==> src/rtl/i2c_sreq_pkg.sv <==
package i2c_sreq_pkg;

  typedef enum logic [2:0] {
    CLS_NONE,
    CLS_START,
    CLS_RESERVE,
    CLS_DROP,
    CLS_RESTART
  } req_cls_e;

  typedef enum logic [1:0] {
    RS_IDLE,
    RS_GO,
    RS_HELD,
    RS_RELEASE
  } rsv_state_e;

  typedef enum logic [1:0] {
    WR_IDLE,
    WR_ARMED,
    WR_FIRE
  } rst_state_e;

  // Classify a register write of the request bit against bus and role state.
  function automatic req_cls_e classify_req(
    input logic enable,
    input logic req_wr,
    input logic kill,
    input logic pending,
    input logic master,
    input logic in_wait,
    input logic busy,
    input logic no_rsv
  );
    req_cls_e c;
    c = CLS_NONE;
    if (enable && req_wr && !kill && !pending) begin
      if (master) begin
        if (in_wait) c = CLS_RESTART;
      end else if (!busy) begin
        c = CLS_START;
      end else if (no_rsv) begin
        c = CLS_DROP;
      end else begin
        c = CLS_RESERVE;
      end
    end
    return c;
  endfunction

  // Width of the post-stop delay counter.
  function automatic int dly_width(input int dly);
    return (dly > 1) ? $clog2(dly) : 1;
  endfunction

endpackage

==> src/rtl/sreq_decode.sv <==
module sreq_decode
  import i2c_sreq_pkg::*;
(
  input  logic     en,
  input  logic     wr_en,
  input  logic     wr_start,
  input  logic     kill,
  input  logic     pending,
  input  logic     is_master,
  input  logic     wait_st,
  input  logic     bus_busy,
  input  logic     rsv_dis,
  output req_cls_e cls
);

  logic req_wr;

  assign req_wr = wr_en && wr_start;

  always_comb begin
    cls = classify_req(en, req_wr, kill, pending, is_master, wait_st,
                       bus_busy, rsv_dis);
  end

endmodule

==> src/rtl/sreq_reserve.sv <==
module sreq_reserve
  import i2c_sreq_pkg::*;
#(
  parameter int REL_DELAY = 1
) (
  input  logic     clk,
  input  logic     rst_n,
  input  req_cls_e cls,
  input  logic     kill,
  input  logic     stop_det,
  input  logic     bus_busy,
  output logic     start_gen,
  output logic     held,
  output logic     busy_o
);

  localparam int CW = dly_width(REL_DELAY);
  localparam logic [CW-1:0] LOAD = CW'(REL_DELAY - 1);

  rsv_state_e st_q, st_d;
  logic [CW-1:0] cnt_q, cnt_d;
  logic          rel_ready;

  assign rel_ready = (st_q == RS_RELEASE) && (cnt_q == '0);

  always_comb begin
    st_d  = st_q;
    cnt_d = cnt_q;
    if (kill) begin
      st_d  = RS_IDLE;
      cnt_d = '0;
    end else begin
      unique case (st_q)
        RS_IDLE: begin
          if (cls == CLS_START)        st_d = RS_GO;
          else if (cls == CLS_RESERVE) st_d = RS_HELD;
        end
        RS_GO: st_d = RS_IDLE;
        RS_HELD: begin
          if (stop_det) begin
            st_d  = RS_RELEASE;
            cnt_d = LOAD;
          end
        end
        RS_RELEASE: begin
          if (cnt_q != '0)   cnt_d = cnt_q - 1'b1;
          else if (bus_busy) st_d  = RS_HELD;
          else               st_d  = RS_IDLE;
        end
        default: st_d = RS_IDLE;
      endcase
    end
  end

  always_ff @(posedge clk or negedge rst_n) begin
    if (!rst_n) begin
      st_q  <= RS_IDLE;
      cnt_q <= '0;
    end else begin
      st_q  <= st_d;
      cnt_q <= cnt_d;
    end
  end

  assign start_gen = !kill && ((st_q == RS_GO) || (rel_ready && !bus_busy));
  assign held      = (st_q == RS_HELD) || (st_q == RS_RELEASE);
  assign busy_o    = (st_q != RS_IDLE);

endmodule

==> src/rtl/sreq_restart.sv <==
module sreq_restart
  import i2c_sreq_pkg::*;
(
  input  logic     clk,
  input  logic     rst_n,
  input  req_cls_e cls,
  input  logic     kill,
  input  logic     wait_rel,
  output logic     restart_gen,
  output logic     busy_o
);

  rst_state_e st_q, st_d;

  always_comb begin
    st_d = st_q;
    if (kill) begin
      st_d = WR_IDLE;
    end else begin
      unique case (st_q)
        WR_IDLE:  if (cls == CLS_RESTART) st_d = WR_ARMED;
        WR_ARMED: if (wait_rel)           st_d = WR_FIRE;
        WR_FIRE:  st_d = WR_IDLE;
        default:  st_d = WR_IDLE;
      endcase
    end
  end

  always_ff @(posedge clk or negedge rst_n) begin
    if (!rst_n) st_q <= WR_IDLE;
    else        st_q <= st_d;
  end

  assign restart_gen = !kill && (st_q == WR_FIRE);
  assign busy_o      = (st_q != WR_IDLE);

endmodule

==> src/rtl/sreq_flag.sv <==
module sreq_flag
  import i2c_sreq_pkg::*;
(
  input  logic     clk,
  input  logic     rst_n,
  input  logic     en,
  input  req_cls_e cls,
  input  logic     clr_wr,
  output logic     flag
);

  logic set_evt;

  assign set_evt = (cls == CLS_DROP);

  always_ff @(posedge clk or negedge rst_n) begin
    if (!rst_n)       flag <= 1'b0;
    else if (!en)     flag <= 1'b0;
    else if (set_evt) flag <= 1'b1;
    else if (clr_wr)  flag <= 1'b0;
  end

endmodule

==> src/rtl/i2c_start_ctrl.sv <==
module i2c_start_ctrl
  import i2c_sreq_pkg::*;
#(
  parameter int REL_DELAY = 1
) (
  input  logic clk,
  input  logic rst_n,
  input  logic en,
  input  logic rsv_dis,
  input  logic wr_en,
  input  logic wr_start,
  input  logic wr_flag_clr,
  input  logic bus_busy,
  input  logic stop_det,
  input  logic is_master,
  input  logic wait_st,
  input  logic wait_rel,
  input  logic arb_lost,
  input  logic exit_cmd,
  output logic start_gen,
  output logic restart_gen,
  output logic rsv_pending,
  output logic start_clr_flag,
  output logic req_rd
);

  req_cls_e cls;
  logic     kill;
  logic     req_pending;
  logic     rsv_busy;
  logic     rst_busy;
  logic     flag_clr_wr;

  assign kill        = arb_lost || exit_cmd || !en;
  assign req_pending = rsv_busy || rst_busy;
  assign flag_clr_wr = wr_en && wr_flag_clr;
  assign req_rd      = 1'b0;

  sreq_decode u_dec (
    .en        (en),
    .wr_en     (wr_en),
    .wr_start  (wr_start),
    .kill      (kill),
    .pending   (req_pending),
    .is_master (is_master),
    .wait_st   (wait_st),
    .bus_busy  (bus_busy),
    .rsv_dis   (rsv_dis),
    .cls       (cls)
  );

  sreq_reserve #(.REL_DELAY(REL_DELAY)) u_rsv (
    .clk       (clk),
    .rst_n     (rst_n),
    .cls       (cls),
    .kill      (kill),
    .stop_det  (stop_det),
    .bus_busy  (bus_busy),
    .start_gen (start_gen),
    .held      (rsv_pending),
    .busy_o    (rsv_busy)
  );

  sreq_restart u_rst (
    .clk         (clk),
    .rst_n       (rst_n),
    .cls         (cls),
    .kill        (kill),
    .wait_rel    (wait_rel),
    .restart_gen (restart_gen),
    .busy_o      (rst_busy)
  );

  sreq_flag u_flag (
    .clk    (clk),
    .rst_n  (rst_n),
    .en     (en),
    .cls    (cls),
    .clr_wr (flag_clr_wr),
    .flag   (start_clr_flag)
  );

endmodule

==> config.mk <==
export PLATFORM = sky130hd
export DESIGN_NAME = i2c_start_ctrl
export DESIGN_NICKNAME = d
export VERILOG_FILES = /design/src/rtl/i2c_sreq_pkg.sv /design/src/rtl/sreq_decode.sv /design/src/rtl/sreq_reserve.sv /design/src/rtl/sreq_restart.sv /design/src/rtl/sreq_flag.sv /design/src/rtl/i2c_start_ctrl.sv
export SDC_FILE = /design/constraint.sdc
export NUM_CORES = 1
export LEC_CHECK = 0
export BUFFER_PORTS_ARGS = -buffer_cell sky130_fd_sc_hd__buf_2
export CAP_MARGIN = 15
export CORE_AREA = 2 2 39 41
export DETAILED_ROUTE_END_ITERATION = 6
export DIE_AREA = 0 0 41 43
export PLACE_DENSITY = 0.58
export SYNTH_ARGS = -nofsm -noshare
export SYNTH_HDL_FRONTEND = slang
export SYNTH_SLANG_ARGS = --single-unit
==> constraint.sdc <==
create_clock -name clk -period 3.6 [get_ports clk]
set_clock_uncertainty 0.15 [all_clocks]
set_input_delay 0.18 -clock clk [delete_from_list [all_inputs] [get_ports clk]]
set_output_delay 0.18 -clock clk [all_outputs]
set_load 0.03 [all_outputs]
# After elaboration in Yosys (flattened, before gate mapping)
# Index checks and enable logic that the tools add are counted.
# word_totals
output_inout_bits	5
regBits	6
inputBits	14
# op_classes
n_bitwise	1
addsub	1
muxes	23
reduce_logical	26
n_eq_ne	15
# op_table
cell	count
$mux 2	9
$mux 3	4
$logic_and 1x1->1	9
$ne 3x2->1 const B	3
$pmux 2 s4	1
$mux 1	7
$eq 2x2->1 const B	3
$eq 3x2->1 const B	2
$ne 3x1->1 const B	2
$logic_or 1x1->1	5
$eq 2x1->1 const B	2
$logic_not 1->1	4
$logic_not 2->1	2
$ne 4x1->1 const B	1
$pmux 2 s2	1
$reduce_and 2->1	2
$reduce_bool 2->1	2
$eq 3x1->1 const B	1
$eq 3x3->1 const B	1
$reduce_and 3->1	1
$reduce_bool 3->1	1
$pmux 1 s2	1
$not 1->1	1
$sub 1x1->1 const B	1

# Longest topological paths before layout
# depth
depth_word	11
depth_mapped	3
ltp_nobuf	3

# Modules after synthesis
# Synthesis repeated with hierarchy kept, for this count alone.
# unflattened
cells_unflattened	37
area_unflattened_um2	357.8
# by_module_without_submodules
module	cells_each	area_per_inst_um2	n_inst	seq_area_each_um2
sreq_reserve	12	126.4	1	50.0
sreq_restart	9	102.6	1	50.0
sreq_decode	7	51.3	1	0.0
sreq_flag	4	45.0	1	25.0
i2c_start_ctrl	5	32.5	1	0.0

# Worst setup path after synthesis
# Ideal clock, no wire load.
# synth_path
path_type	input to output
start	input port exit_cmd
end	output port start_gen
slack_ps	2068
path_stages	3
n_path_buf	0
required_ps	3270
t_arrival_ps	1202
cell_sequence	nor2_1 > nand2_1 > a211oi_1
# synth_via
elab_chain_cells	4
# synth_lines
element	line_no	source
start: declaration	i2c_start_ctrl.sv:19	input logic exit_cmd,
$logic_or 1x1->1 (2 in a row)	i2c_start_ctrl.sv:34	assign kill = arb_lost || exit_cmd || !en;
$logic_not 1->1	sreq_reserve.sv:65	assign start_gen = !kill && ((st_q == RS_GO) || (rel_ready && !bus_busy));
$logic_and 1x1->1	sreq_reserve.sv:65	
end: declaration	i2c_start_ctrl.sv:20	output logic start_gen,
# No other way between the ends.

# Worst setup path after layout
# layout_path
start	register u_rst.st_q[0]
end	register u_rst.st_q[0]
# layout_via
elab_chain_cells	8
elab_cells_between_ends	13
classes_between	eq/ne (4); mux (3); reduce/logical (6)
# layout_lines
element	line_no	source
start: declaration	sreq_restart.sv:13	rst_state_e st_q, st_d;
start signal: assignment	sreq_restart.sv:31	else st_q <= st_d;
$reduce_bool 2->1	sreq_restart.sv:35	assign busy_o = (st_q != WR_IDLE);
$logic_or 1x1->1	i2c_start_ctrl.sv:35	assign req_pending = rsv_busy || rst_busy;
$logic_not 1->1	i2c_sreq_pkg.sv:37	if (enable && req_wr && !kill && !pending) begin
$logic_and 1x1->1	i2c_sreq_pkg.sv:37	
$mux 3	i2c_sreq_pkg.sv:37	
$eq 3x3->1	sreq_restart.sv:21	WR_IDLE: if (cls == CLS_RESTART) st_d = WR_ARMED;
$ne 3x1->1 (no line)	n/a	
$reduce_and 2->1 (no line)	n/a	
# Parallel ways exist; a longest one is shown, timed or not.
# A chain may end at the register's enable or synchronous reset.

==> metrics.md <==
| Metric | Value |
|---|---|
| WP data arrival | 1.47 ns |
| Max-cap viol count | 0 |
| Worst reg2reg path endpoint | u_rst.st_q[0]$_DFFE_PN0P_ |
| Average cell area after synthesis | 8.954 sq um |
| Antenna Cells | 0 |
| Final nets | 67 |
| Site Rows | 14 |
| Routed vias | 303 |
| Detailed-route vias per instance | 4.456 |
| Count of input and output buffers | 17 |
| Ratio of total power to cell area | 336.4 nW/um^2 |
| Fin crit period | 1.479 ns |
| Worst endpoint required time | 3.59 ns |
| Number of clock sinks seen by CTS | 5 |
| Overflow left after global routing | 0 |
| Root buffer cell | sky130_fd_sc_hd__clkbuf_4 |
| Initial standard-cell utilization of the core | 0.2071 |
| Clock tree from TritonCTS | yes |
| Share of layout cells above drive strength 1 | 0.4038 |
| F_max | 0.6759 GHz |
| Height of the die | 43 um |
| Sort of element at the end of the critical path | flip-flop |
| Number of global-route vias before repair | 283 |
| H-tree depth | 1 |
| Total area of multi-input combinational cells | 142.6 sq um |
| Router iterations before antenna repair | 2 |
| Number of buffers inserted during clock tree synthesis | 3 |
| Kind of start point of the critical path | flip-flop |
| Design area | 416.7 sq um |
| WL final | 732 um |
| Synth cell types | 22 |
| Die outline area | 1763 sq um |
| Count of nets left with antenna violations after detail routing | 0 |
| Worst r2r src | u_rst.st_q[0]$_DFFE_PN0P_ |
| Endpoint with the worst hold slack | u_rst.st_q[1]$_DFFE_PN0P_ |
| Die width | 41 um |
| Final number of max-transition violations | 0 |
| Pin count of the biggest net entering global routing | 8 |
| Warning count from the yosys run | 0 |
| Number of instances in the synthesized netlist | 32 |
| Net count after synthesis | 46 |
| Number of top-level design ports | 19 |
| Post-place instance area | 380.4 sq um |
| Final clock period utilization by the worst path | 0.4110 |
| Worst hold path depth | 3 |
| Register bit total from synthesis | 5 |
| Gr usage total | 0.1019 |
| Final Hold Viols | 0 |
| Reg2Reg Setup Slack | 2.12 ns |
| Final weighted congestion in routability-driven placement | 0.7040 |
| Number of buffer and inverter instances along the worst setup path | 0 |
| Static Leakage | 0.1923 nW |
| Commonest cells after routing, fill and taps aside | 17 x sky130_fd_sc_hd__buf_2, 5 x sky130_fd_sc_hd__dfrtp_1, 4 x sky130_fd_sc_hd__nand2_1 |
| Worst r2r path cells | 3 |
| Cells along the critical path | nand4bb_1, o32ai_1, nor3b_1 |
| Global-route wire length before repair | 1124 um |
| Kind of cell adding the most delay to the critical path | simple AND/OR/NAND/NOR gates |
| Seq/Total Area, Yosys | 0.4367 |
| Clock transition at the register clock pins on the worst setup and hold paths after CTS | 0.04 ns |
| Initial antenna violation count | 0 |
| Filler Cell Count | 156 |
| Setup Fix Bufs, Post-CTS | 0 |
| Tot Pwr | 0.1402 mW |
| Synthesis-to-finish area growth | 45.41% |
| Final setup violation count | 0 |
| Buffers from clock root to sink, at most | 2 |
| Class of the tightest hold or removal check | primary input to flip-flop |
| Residual DRC | 0 |
| Clock latency on the worst-skew pair | 0.25 ns |
| Hold path startpoint | wait_rel |
| Max FO, Critical Path | 4 |
| Final routed wire length divided by cell count | 10.76 um |
| Core area | 1384 sq um |
| Most common library cell in the layout ignoring fill and taps | sky130_fd_sc_hd__buf_2 |
| Unrepaired setup endpoints after global routing | false |
| 1st-iter DRT viols | 7 |
| Area taken by flip-flops and latches | 125.1 sq um |
| Total negative slack | 0 ns |
| Worst Setup Path Type | flip-flop to flip-flop |
| Result of the run | finished, final reports clean |
| VDD IR-drop max | 0.2156 mV |
| Crit path largest cell delay | 0.40 ns |
| Summed instance area of the synthesized netlist | 286.5 sq um |
| Worst-path cell with the longest stage delay | sky130_fd_sc_hd__dfrtp_1 |
-- registers in the layout (all words and copies together) (netlist names) --
signal       flops
u_rst.st_q       2
u_rsv.st_q       2
u_flag.flag      1
-- kinds of logic after synthesis --
logic type,count (synthesis),share of synthesized area
DFF,5,0.4367
and+or+nand+nor,16,0.3319
buffers and inverters,4,0.06551
AOI/OAI and AO/OA,6,0.1528
other,1,0.01309
-- cells in the mapped netlist --
cell                        instances  area, sq um
sky130_fd_sc_hd__nor4_1             1        6.260
sky130_fd_sc_hd__or3_1              1        6.260
sky130_fd_sc_hd__nand2_1            4        15.01
sky130_fd_sc_hd__nor2_1             1        3.750
sky130_fd_sc_hd__a211oi_1           1        7.510
sky130_fd_sc_hd__nor3_1             1        5.000
sky130_fd_sc_hd__nand2b_1           1        6.260
sky130_fd_sc_hd__buf_4              1        7.510
sky130_fd_sc_hd__or3b_1             1        8.760
sky130_fd_sc_hd__dfrtp_1            5        125.1
sky130_fd_sc_hd__a21oi_2            1        8.760
sky130_fd_sc_hd__nand3b_1           1        7.510
sky130_fd_sc_hd__nand4bb_1          1        11.26
sky130_fd_sc_hd__o21ai_0            1        5.000
sky130_fd_sc_hd__nor3b_1            2        15.01
sky130_fd_sc_hd__conb_1             1        3.750
sky130_fd_sc_hd__inv_1              2        7.510
sky130_fd_sc_hd__a21oi_1            1        5.000
sky130_fd_sc_hd__o41ai_1            1        8.760
sky130_fd_sc_hd__nand3_1            2        10.01
sky130_fd_sc_hd__o32ai_1            1        8.760
sky130_fd_sc_hd__clkbuf_1           1        3.750
-- tightest hold or removal path, cell delays in order --
cell                      delay [ns]
sky130_fd_sc_hd__buf_2          0.11
sky130_fd_sc_hd__nand2_1        0.06
sky130_fd_sc_hd__nor3_1         0.04
-- layer usage --
metal	GRT usage	wire length, um	vias up
li1	-	-	152
met1	0.1046	288	140
met2	0.1500	366	11
met3	0.09424	78	0
met4	0.02000	0	0
met5	0	0	-
-- worst max-delay path by stage --
stage / from / end / slack (ns) / cells past startpoint
after floorplan: exit_cmd / start_gen / 2.07 / 3
after global placement: u_rst.st_q[1]$_DFFE_PN0P_ / u_rsv.st_q[1]$_DFFE_PN0P_ / 2.17 / 3
after detailed placement: u_rst.st_q[0]$_DFFE_PN0P_ / u_rst.st_q[0]$_DFFE_PN0P_ / 2.11 / 3
after CTS: u_rst.st_q[0]$_DFFE_PN0P_ / u_rst.st_q[0]$_DFFE_PN0P_ / 2.10 / 3
after global routing: u_rst.st_q[0]$_DFFE_PN0P_ / u_rst.st_q[0]$_DFFE_PN0P_ / 2.04 / 3
final: u_rst.st_q[0]$_DFFE_PN0P_ / u_rst.st_q[0]$_DFFE_PN0P_ / 2.12 / 3
-- where the power goes --
part           internal (mW)  switching, mW
Clock                 0.0420         0.0244
Sequential            0.0566       0.000210
Combinational        0.00801        0.00894
Total                  0.107         0.0335
-- stage by stage --
| stage | hold WS [ns] | utilization | setup WS, ns | std cells |
|---|---|---|---|---|
| 5_1_grt | 0.03534 | 0.3011 | 2.038 | 68 |
| 3_5_place_dp | -0.1466 | 0.2749 | 2.106 | 63 |
| 3_3_place_gp | -0.1477 | 0.2749 | 2.171 | 63 |
| 4_1_cts | 0.03237 | 0.3011 | 2.095 | 68 |
| 2_1_floorplan | -0.2656 | - | 2.068 | 32 |
| 6_report | 0.03772 | 0.3011 | 2.121 | 68 |
-- area by class of cell --
cell class | instances | area share
Sequential cell | 5 | 0.3003
Inverter | 2 | 0.01802
Clock buffer | 4 | 0.06306
Multi-Input combinational cell | 23 | 0.3423
Tap cell | 16 | 0.04805
Timing Repair Buffer | 18 | 0.2282
-- what timing repair did --
item | CTS | global route
hold endpoints to repair | 5 | 0
gates resized for setup | 0 | 0
hold buffers | 1 | 0
No activity file was read; power rests on OpenSTA's default activity.
